===== src/rtl/dil_addr_pkg.sv =====
package dil_addr_pkg;

    localparam int NDIM = 3;
    localparam int MAXW = 64;

    typedef enum logic {
        LAYOUT_2D = 1'b0,
        LAYOUT_3D = 1'b1
    } layout_e;

    // Ones at the positions lane k owns when m lanes are interleaved
    function automatic logic [MAXW-1:0] lane_mask(input int k, input int m, input int iw);
        logic [MAXW-1:0] r;
        r = '0;
        for (int j = 0; j < iw; j++) begin
            if (k < m && (k + j * m) < MAXW) r[k + j * m] = 1'b1;
        end
        return r;
    endfunction

    // Spread the low iw bits of v into lane k of an m-way interleave
    function automatic logic [MAXW-1:0] spread(input logic [MAXW-1:0] v, input int k,
                                               input int m, input int iw);
        logic [MAXW-1:0] r;
        r = '0;
        for (int j = 0; j < iw; j++) begin
            if ((k + j * m) < MAXW) r[k + j * m] = v[j];
        end
        return r;
    endfunction

endpackage


===== src/rtl/dil_bias_bank.sv =====
module dil_bias_bank
    import dil_addr_pkg::*;
#(
    parameter int IW = 4,
    localparam int AW = NDIM * IW
) (
    input  logic                     clk,
    input  logic                     rst_n,
    input  logic                     step_ld,
    input  layout_e                  layout,
    input  logic [AW-1:0]            step_in,
    input  logic [AW-1:0]            bound_in,
    output logic [NDIM-1:0][AW-1:0]  bias,
    output logic [NDIM-1:0][AW-1:0]  bound,
    output logic                     step_neg
);

    localparam int TOP2 = (IW - 1) * 2;
    localparam int TOP3 = (IW - 1) * 3;

    typedef struct packed {
        logic [NDIM-1:0][AW-1:0] bias;
        logic [NDIM-1:0][AW-1:0] bound;
        logic                    neg;
    } bank_t;

    bank_t b_d, b_q;

    always_comb begin
        logic [MAXW-1:0] msk0;
        logic [MAXW-1:0] mskk;
        logic [MAXW-1:0] sv;
        logic [MAXW-1:0] bv;
        int m;
        b_d  = b_q;
        m    = (layout == LAYOUT_3D) ? 3 : 2;
        msk0 = lane_mask(0, m, IW);
        mskk = '0;
        sv   = '0;
        bv   = '0;
        if (step_ld) begin
            for (int k = 0; k < NDIM; k++) begin
                mskk = lane_mask(k, m, IW);
                sv   = (MAXW'(step_in) & msk0) << k;
                bv   = (MAXW'(bound_in) & msk0) << k;
                // step + ~mask: the bits are disjoint, so an OR is enough
                b_d.bias[k]  = sv[AW-1:0] | ~mskk[AW-1:0];
                b_d.bound[k] = bv[AW-1:0];
            end
            b_d.neg = (layout == LAYOUT_3D) ? step_in[TOP3] : step_in[TOP2];
        end
    end

    always_ff @(posedge clk) begin
        if (!rst_n) b_q <= '0;
        else        b_q <= b_d;
    end

    assign bias     = b_q.bias;
    assign bound    = b_q.bound;
    assign step_neg = b_q.neg;

endmodule


===== src/rtl/dil_lane.sv =====
module dil_lane #(
    parameter int AW = 12
) (
    input  logic [AW-1:0] comp,
    input  logic [AW-1:0] bias,
    input  logic [AW-1:0] mask,
    input  logic [AW-1:0] bound,
    input  logic          neg,
    output logic [AW-1:0] nxt,
    output logic          wrap,
    output logic          eq,
    output logic          gt
);

    logic [AW:0] sum;

    // Gap positions of bias are ones, so carries ripple across them
    assign sum  = {1'b0, comp} + {1'b0, bias};
    assign nxt  = sum[AW-1:0] & mask;
    // Carry out means overflow for a positive step, no borrow for a negative one
    assign wrap = sum[AW] ^ neg;
    assign eq   = (nxt == bound);
    assign gt   = (nxt > bound);

endmodule


===== src/rtl/dil_addr_stepper.sv =====
module dil_addr_stepper
    import dil_addr_pkg::*;
#(
    parameter int IW = 4,
    parameter int ES = 2,
    localparam int AW = NDIM * IW,
    localparam int OW = AW + ES
) (
    input  logic          clk,
    input  logic          rst_n,
    input  logic          load,
    input  logic          mode3,
    input  logic [IW-1:0] idx0,
    input  logic [IW-1:0] idx1,
    input  logic [IW-1:0] idx2,
    input  logic          step_ld,
    input  logic [AW-1:0] step_val,
    input  logic [AW-1:0] bound_val,
    input  logic          go,
    input  logic [1:0]    step_dim,
    output logic [OW-1:0] offset,
    output logic          wrap,
    output logic          at_bound,
    output logic          past_bound
);

    typedef struct packed {
        layout_e                 layout;
        logic [NDIM-1:0][AW-1:0] comp;
        logic                    wrap;
        logic                    at_b;
        logic                    past_b;
    } st_t;

    st_t st_d, st_q;

    layout_e                 layout_in;
    layout_e                 layout_eff;
    logic [NDIM-1:0][IW-1:0] idx_all;
    logic [NDIM-1:0][AW-1:0] mask_cur;
    logic [NDIM-1:0][AW-1:0] bias;
    logic [NDIM-1:0][AW-1:0] bound;
    logic [NDIM-1:0][AW-1:0] nxt;
    logic [NDIM-1:0]         lw;
    logic [NDIM-1:0]         leq;
    logic [NDIM-1:0]         lgt;
    logic                    step_neg;
    logic                    dim_ok;
    logic [AW-1:0]           merged;
    layout_e                 cur_layout;
    logic [NDIM-1:0][AW-1:0] comp_q;

    assign layout_in  = mode3 ? LAYOUT_3D : LAYOUT_2D;
    assign layout_eff = load ? layout_in : st_q.layout;
    assign idx_all    = {idx2, idx1, idx0};

    dil_bias_bank #(.IW(IW)) u_bank (
        .clk      (clk),
        .rst_n    (rst_n),
        .step_ld  (step_ld),
        .layout   (layout_eff),
        .step_in  (step_val),
        .bound_in (bound_val),
        .bias     (bias),
        .bound    (bound),
        .step_neg (step_neg)
    );

    for (genvar k = 0; k < NDIM; k++) begin : g_lane
        localparam logic [MAXW-1:0] M2 = lane_mask(k, 2, IW);
        localparam logic [MAXW-1:0] M3 = lane_mask(k, 3, IW);
        assign mask_cur[k] = (st_q.layout == LAYOUT_3D) ? M3[AW-1:0] : M2[AW-1:0];

        dil_lane #(.AW(AW)) u_lane (
            .comp  (st_q.comp[k]),
            .bias  (bias[k]),
            .mask  (mask_cur[k]),
            .bound (bound[k]),
            .neg   (step_neg),
            .nxt   (nxt[k]),
            .wrap  (lw[k]),
            .eq    (leq[k]),
            .gt    (lgt[k])
        );
    end

    assign dim_ok = (st_q.layout == LAYOUT_3D) ? (step_dim < 2'd3) : (step_dim < 2'd2);

    always_comb begin
        logic [MAXW-1:0] sp;
        logic [MAXW-1:0] mk;
        int m;
        st_d = st_q;
        m    = mode3 ? 3 : 2;
        sp   = '0;
        mk   = '0;
        if (load) begin
            st_d.layout = layout_in;
            for (int k = 0; k < NDIM; k++) begin
                sp = spread(MAXW'(idx_all[k]), k, m, IW);
                mk = lane_mask(k, m, IW);
                st_d.comp[k] = sp[AW-1:0] & mk[AW-1:0];
            end
            st_d.wrap   = 1'b0;
            st_d.at_b   = 1'b0;
            st_d.past_b = 1'b0;
        end else if (go && dim_ok) begin
            for (int k = 0; k < NDIM; k++) begin
                if (step_dim == 2'(k)) begin
                    st_d.comp[k] = nxt[k];
                    st_d.wrap    = lw[k];
                    st_d.at_b    = leq[k];
                    st_d.past_b  = lgt[k];
                end
            end
        end
    end

    always_ff @(posedge clk) begin
        if (!rst_n) st_q <= '0;
        else        st_q <= st_d;
    end

    always_comb begin
        merged = '0;
        for (int k = 0; k < NDIM; k++) merged = merged | st_q.comp[k];
    end

    assign offset     = {merged, {ES{1'b0}}};
    assign wrap       = st_q.wrap;
    assign at_bound   = st_q.at_b;
    assign past_bound = st_q.past_b;
    assign cur_layout = st_q.layout;
    assign comp_q     = st_q.comp;

endmodule


===== config.mk =====
export PLATFORM = sky130hd
export DESIGN_NAME = dil_addr_stepper
export DESIGN_NICKNAME = d
export VERILOG_FILES = /design/src/rtl/dil_addr_pkg.sv /design/src/rtl/dil_bias_bank.sv /design/src/rtl/dil_lane.sv /design/src/rtl/dil_addr_stepper.sv
export SDC_FILE = /design/constraint.sdc
export NUM_CORES = 1
export LEC_CHECK = 0
export ABC_AREA = 1
export BUFFER_PORTS_ARGS = -buffer_cell sky130_fd_sc_hd__buf_2
export CAP_MARGIN = 10
export CORE_MARGIN = 5
export CORE_UTILIZATION = 55
export DETAILED_ROUTE_END_ITERATION = 12
export PLACE_DENSITY = 0.86
export SYNTH_ARGS = -nofsm -noshare
export SYNTH_HDL_FRONTEND = slang
export SYNTH_SLANG_ARGS = --single-unit
export TNS_END_PERCENT = 50

===== constraint.sdc =====
create_clock -name clk -period 2.7 [get_ports clk]
set_clock_uncertainty 0.15 [all_clocks]
set_input_delay 0.135 -clock clk [delete_from_list [all_inputs] [get_ports clk]]
set_output_delay 0.135 -clock clk [all_outputs]
set_load 0.01 [all_outputs]

Yosys cells after proc, flatten, opt, wreduce, memory -nomap -nowiden
Cells that the tools add are included.
{"block": "word_totals", "reg_bits": 110, "latch_bits": 0, "ramBits": 0, "mem_bits_ro": 0, "in_bits": 44, "mem_count": 0}
{"block": "op_classes", "addsub": 15, "n_mul": 2, "n_div": 0, "n_lt_le_gt_ge": 65, "n_eq_ne": 5, "shifts": 0, "n_mux": 133, "n_bitwise": 41, "reduce_logical": 48}
{"operator": "64-bit two-way mux", "n": 15}
{"operator": "32-bit by 8-bit less-than comparator with 1-bit output, second input constant", "n": 27}
{"operator": "12-bit two-way mux", "n": 54}
{"operator": "64-bit bitwise mux", "n": 9}
{"operator": "32-bit by 1-bit greater-or-equal comparator with 1-bit output, second input constant", "n": 11}
{"operator": "12-bit bitwise OR", "n": 22}
{"operator": "2-bit by 32-bit adder with 32-bit output, first input constant", "n": 4}
{"operator": "3-bit by 32-bit adder with 32-bit output, first input constant", "n": 3}
{"operator": "1-bit demux with 6-bit select", "n": 16}
{"operator": "39-bit two-way mux", "n": 2}
{"operator": "12-bit AND", "n": 6}
{"operator": "12-bit by 12-bit adder with 13-bit output", "n": 3}
{"operator": "1-bit logical AND", "n": 37}
{"operator": "12-bit equality test", "n": 3}
{"operator": "12-bit greater-than comparator", "n": 3}
{"operator": "12-bit inverter", "n": 3}
{"operator": "12-bit by 11-bit bitwise OR with 12-bit output", "n": 3}
{"operator": "1-bit by 32-bit less-than comparator with 1-bit output, first input constant", "n": 1}
{"operator": "2-bit by 32-bit less-than comparator with 1-bit output, first input constant", "n": 1}
{"operator": "3-bit by 32-bit less-than comparator with 1-bit output, first input constant", "n": 1}
{"operator": "3-bit by 32-bit multiplier with 32-bit output, first input constant", "n": 1}
{"operator": "3-bit by 7-bit less-than comparator with 1-bit output, second input constant", "n": 4}
{"operator": "1-bit two-way mux", "n": 26}
{"operator": "15-bit two-way mux", "n": 1}
{"operator": "other kinds (33)", "n": 53}

Longest topological paths before layout
{"block": "logic_depth", "word_depth": 19, "ltp_mapped": 17, "ltp_nobuf": 17}

Cells and area by module
From an unflattened synthesis, not the netlist that was laid out.
{"block": "unflattened", "hier_cells": 1023, "hier_area_um2": 6224.7}
{"module": "dil_lane (g_lane[0].u_lane ...)", "n_inst": 2, "cells_per_inst": 201, "area_each_um2": 1084.8}
{"module": "dil_addr_stepper", "n_inst": 1, "cells_per_inst": 294, "area_each_um2": 1974.4}
{"module": "dil_lane (g_lane[2].u_lane)", "n_inst": 1, "cells_per_inst": 197, "area_each_um2": 1048.5}
{"module": "dil_bias_bank", "n_inst": 1, "cells_per_inst": 130, "area_each_um2": 1032.2}

Worst setup path after synthesis
Ideal clock, no wire load.
{"block": "synth_timing", "path_type": "flip-flop to flip-flop", "start": "register u_bank.b_q, in the netlist u_bank.bias[29]", "end": "register st_q, in the netlist past_bound", "setup_time_ns": 0.123, "t_arrival_ns": 2.132, "setup_slack_ns": 0.294, "path_stages_with_launch": 14, "n_path_buf": 0, "period_less_slack_ns": 2.406, "cell_sequence": "dfxtp_1 > ha_1 > a21oi_1 > nand2_4 > a21oi_2 > nor2_2 > xor2_2 > ha_1 > nand3_1 > o21ai_0 > o21bai_1 > nand2_1 > nand2_1 > a31oi_1"}
{"block": "synth_between", "elab_chain_len": 4}
{"element": "start: declaration", "line_no": "dil_bias_bank.sv:27", "rtl": "bank_t b_d, b_q;"}
{"element": "start signal: assignment", "line_no": "dil_bias_bank.sv:55", "rtl": "if (!rst_n) b_q <= '0;"}
{"element": "start signal: assignment", "line_no": "dil_bias_bank.sv:56", "rtl": "else b_q <= b_d;"}
{"element": "12-bit by 12-bit adder with 13-bit output", "line_no": "dil_lane.sv:18", "rtl": "assign sum = {1'b0, comp} + {1'b0, bias};"}
{"element": "12-bit AND", "line_no": "dil_lane.sv:19", "rtl": "assign nxt = sum[AW-1:0] & mask;"}
{"element": "12-bit greater-than comparator", "line_no": "dil_lane.sv:23", "rtl": "assign gt = (nxt > bound);"}
{"element": "3-bit two-way mux", "line_no": "dil_addr_stepper.sv:109", "rtl": "if (step_dim == 2'(k)) begin"}
{"element": "end signal: assignment", "line_no": "dil_addr_stepper.sv:121", "rtl": "else st_q <= st_d;"}
{"element": "end: declaration", "line_no": "dil_addr_stepper.sv:35", "rtl": "st_t st_d, st_q;"}
Every way passes these cells.
A chain may end at the register's enable or synchronous reset.

Worst setup path in the final report
{"block": "layout_timing", "start": "register u_bank.b_q, in the netlist u_bank.bias[26]", "end": "register st_q, in the netlist at_bound"}
{"block": "layout_between", "elab_chain_len": 4}
{"element": "12-bit by 12-bit adder with 13-bit output", "line_no": "dil_lane.sv:18"}
{"element": "12-bit AND", "line_no": "dil_lane.sv:19"}
{"element": "12-bit equality test", "line_no": "dil_lane.sv:22", "rtl": "assign eq = (nxt == bound);"}
{"element": "3-bit two-way mux", "line_no": "dil_addr_stepper.sv:109"}
Every way passes these cells.

==> impl_results.md <==
- Dominant synthesized flop cell: dfxtp_1
- Top delay family on crit path: simple AND/OR/NAND/NOR gates
- VDD IR max: 0.000402 V
- Hold_sp: step_val[9]
- Worst relative slew slack: 48.0%
- Largest net degree at the start of global routing: 23
- Net Switching: 0.518 mW
- Clock Tree Buf Depth: 2
- Antenna cell count: 0
- Largest stage delay on the critical path: 400 ps
- Async S/R FF share, synth: 0%
- Yosys Warn Count: 0
- Die extent in y: 80.3 um
- Vias: 2889
- Die ar.: 0.00645 mm^2
- First-pass GRT wire length: 12400 um
- Synthesized area per cell: 7.19 um^2
- Buf+Inv Stages, Crit Path: 1
- Max-cap viol count: 0
- Met2 usage: 43.2%
- H-tree depth: 2
- Area contributors post-synth: dfxtp_1 27%, ha_1 15%, nand2_1 10%
- Sw Ratio: 33.3%
- Critical path launch point: u_bank.bias[26]
- Most frequent cell after synthesis: nand2_1
- CP Launch Type: flip-flop
- DRC Markers: 0
- DRT Wirelength: 8020 um
- Pre-CTS WS: 74.5 ps
- Post-layout min period: 2550 ps
- Worst R2R Path Depth: 15
- Fill count: 417
- Drt wl/cell: 16.0 um
- Placed instance count: 473
- Part of the power in registers: 38.7%
- DRT iter0 DRCs: 206
- Pins Over Slew Limit: 0
- Final WS setup: 149 ps
- Via density: 5.75
- Placeable Area: 0.00475 mm^2
- Worst hold path depth: 3
- Pwr Density: 474 mW/mm^2
- Source of the worst register-to-register timing path: u_bank.bias[26]
- Hpwl dp: 5710 um
- I/O pins: 61
- Post-synth EDFFs: 0
- Synth cell types: 45
- Fmax: 0.392 GHz
- Crit path depth: 15
- Initial core utilization: 57.2%
- Vias in the first global route: 2647
- Cell accounting for the most synthesized area: dfxtp_1
- Met3 Resource Use GR: 4.37%
- Int Power: 1.04 mW
- Final instance count without filler cells: 502
- Clock network fraction of total power: 32.5%
- Initial antenna violation count: 0
- Logic gate share of total power: 28.8%
- Total CTS buffers: 5
- Final period util: 94.5%
- Initial DRT Pass Iterations: 5
- Critical path cell sequence: ha_1 > nand2_1 > inv_1 > nand2_1 > nand2_1 > nand2_1 > nand2_1 > nand3_1 > nand2_1 > nor2_1 > ha_1 > nand3_1 > nor3b_2 > nand3_1 > a311oi_1
- M1 GR Usage: 30.5%
- Top cell type's share of synthesized area: 26.5%
- Reg clk slew, reported paths: 80 ps
- CTS tree: built
- Least-Margin Pin Slew: 779 ps
- Critical path's slowest cell: dfxtp_1
- Sinks on Clock Net: 36
- Critical path data required time: 2760 ps
- Seq/Total Area, Yosys: 26.5%
- Pwr Total: 1.55 mW
- Core Rows: 25
- Worst skew pair latency: 300 ps
- Layout cells sized above 1: 21.8%
- Static Leak: 1.63 nW
- CTS root buffer: clkbuf_8
- Commonest cells in the netlist: 73 x nand2_1, 43 x inv_1, 36 x dfxtp_1
- Critical path class: flip-flop to flip-flop
- Crit path max fanout: 3
- Endpoints failing hold: 0
- Buffers on Ports: 46
- GRT overflow: 0
- Routed Antenna Nets: 0
- Setup_tns: 0 ps
- GP Congestion: 0.925
- GRT busiest layer: met2
- Chip width: 80.3 um
- Layout Nets: 510
- Post-synthesis instance total: 378
- Seq cells post-synth: 36
- Global Route Usage Sum: 25.1%
- CP dominant cell by count: nand2_1
- Area Growth Syn to Fin: 20.8%
- Mapped Area: 0.00272 mm^2
- Worst Hold Class: input port to flip-flop
- Final setup fails: 0
- CP Capture Type: flip-flop
- Status: completed
- Critical path arrival: 2610 ps
==> repair_timing <==
action,in CTS,in global routing
hold buffers,20,0
setup endpoints to repair,0,2
setup buffers,0,1
hold endpoints to repair,22,0
gates resized for setup,0,11
==> worst min-delay path, stage by stage <==
cell and delay [ps]:
buf_2 70, o21ai_0 90, a21oi_1 120
==> layout make-up <==
cell class | instances | area [um^2] | area share (%)
multi-input cells | 274 | 1720 | 52.3
flip-flops and latches | 36 | 727 | 22.2
repair buffers | 70 | 460 | 14.0
inverters | 47 | 178 | 5.41
well taps | 67 | 83.8 | 2.55
clock buffers | 5 | 68.8 | 2.10
clock inverters | 3 | 46.3 | 1.41
==> power by group through the flow <==
| stage | registers (mW) | logic (mW) | clock network (mW) |
|---|---|---|---|
| CTS | 0.599 | 0.426 | 0.506 |
| floorplan | 0.596 | 0.310 | 0 |
| global placement | 0.610 | 0.385 | 0 |
| finish | 0.602 | 0.448 | 0.505 |
| global route | 0.605 | 0.496 | 0.526 |
| detailed placement | 0.611 | 0.400 | 0 |
==> layout by cell type (no fill, tap or decap), types with 2 or more instances in the layout <==
cell and n:
inv_2 2, dlygate4sd3_1 20, xor2_2 2, a31oi_1 9
o21a_1 2, a22oi_1 9, or2_2 4, nor2_2 4
nand2_1 73, nand4_1 5, buf_2 46, nand2_2 2
ha_4 2, inv_1 43, nor2_1 24, nand3b_1 3
conb_1 2, nand3_1 22, a21oi_1 29, dfxtp_2 5
o21ai_0 24, clkbuf_8 5, a21oi_2 2, o31ai_1 2
buf_4 4, nor3_1 4, o221a_2 2, ha_1 29
nand2_4 3, dfxtp_1 31, o21ai_2 2
==> registers in the layout (all words and copies together) (netlist names) <==
signal	flops
u_bank.bias	9
comp_q	16
wrap	1
past_bound	1
u_bank.bound	6
at_bound	1
cur_layout	1
u_bank.step_neg	1
==> logic make-up (layout without fill, tap and decap cells) <==
kind of cell    count (synthesis)  count (layout)  share of synthesized area, %
other cells                     1               2                         0.138
compound gates                 91              91                          20.7
buf+inv                        69             125                          11.7
flops                          36              36                          26.5
fa+ha+maj                      32              32                          14.7
xor+xnor                        2               2                          1.20
simple gates                  147             147                          25.0
==> routing by layer <==
metal | share of wire [%] | vias to the layer above
li1 | - | 1385
met1 | 41 | 1333
met2 | 47 | 143
met3 | 8.1 | 28
met4 | 3.6 | 0
met5 | 0 | -
==> path summary, 6_finish.rpt <==
check	slack (ps)	endpoint
max	150	at_bound
min	0.4	u_bank.bias[35]
max reg2reg	150	at_bound
min reg2reg	330	u_bank.bound[4]
==> stage by stage <==
step	hold slack [ps]	area (um^2)	utilization, %
CTS	0.624	3230	68.0
detailed placement	217	2920	61.3
finish	0.440	3280	69.0
floorplan	120	2720	-
global placement	210	2920	61.3
global route	15.5	3280	69.0
Note: power is estimated with default switching activity, not from simulation.
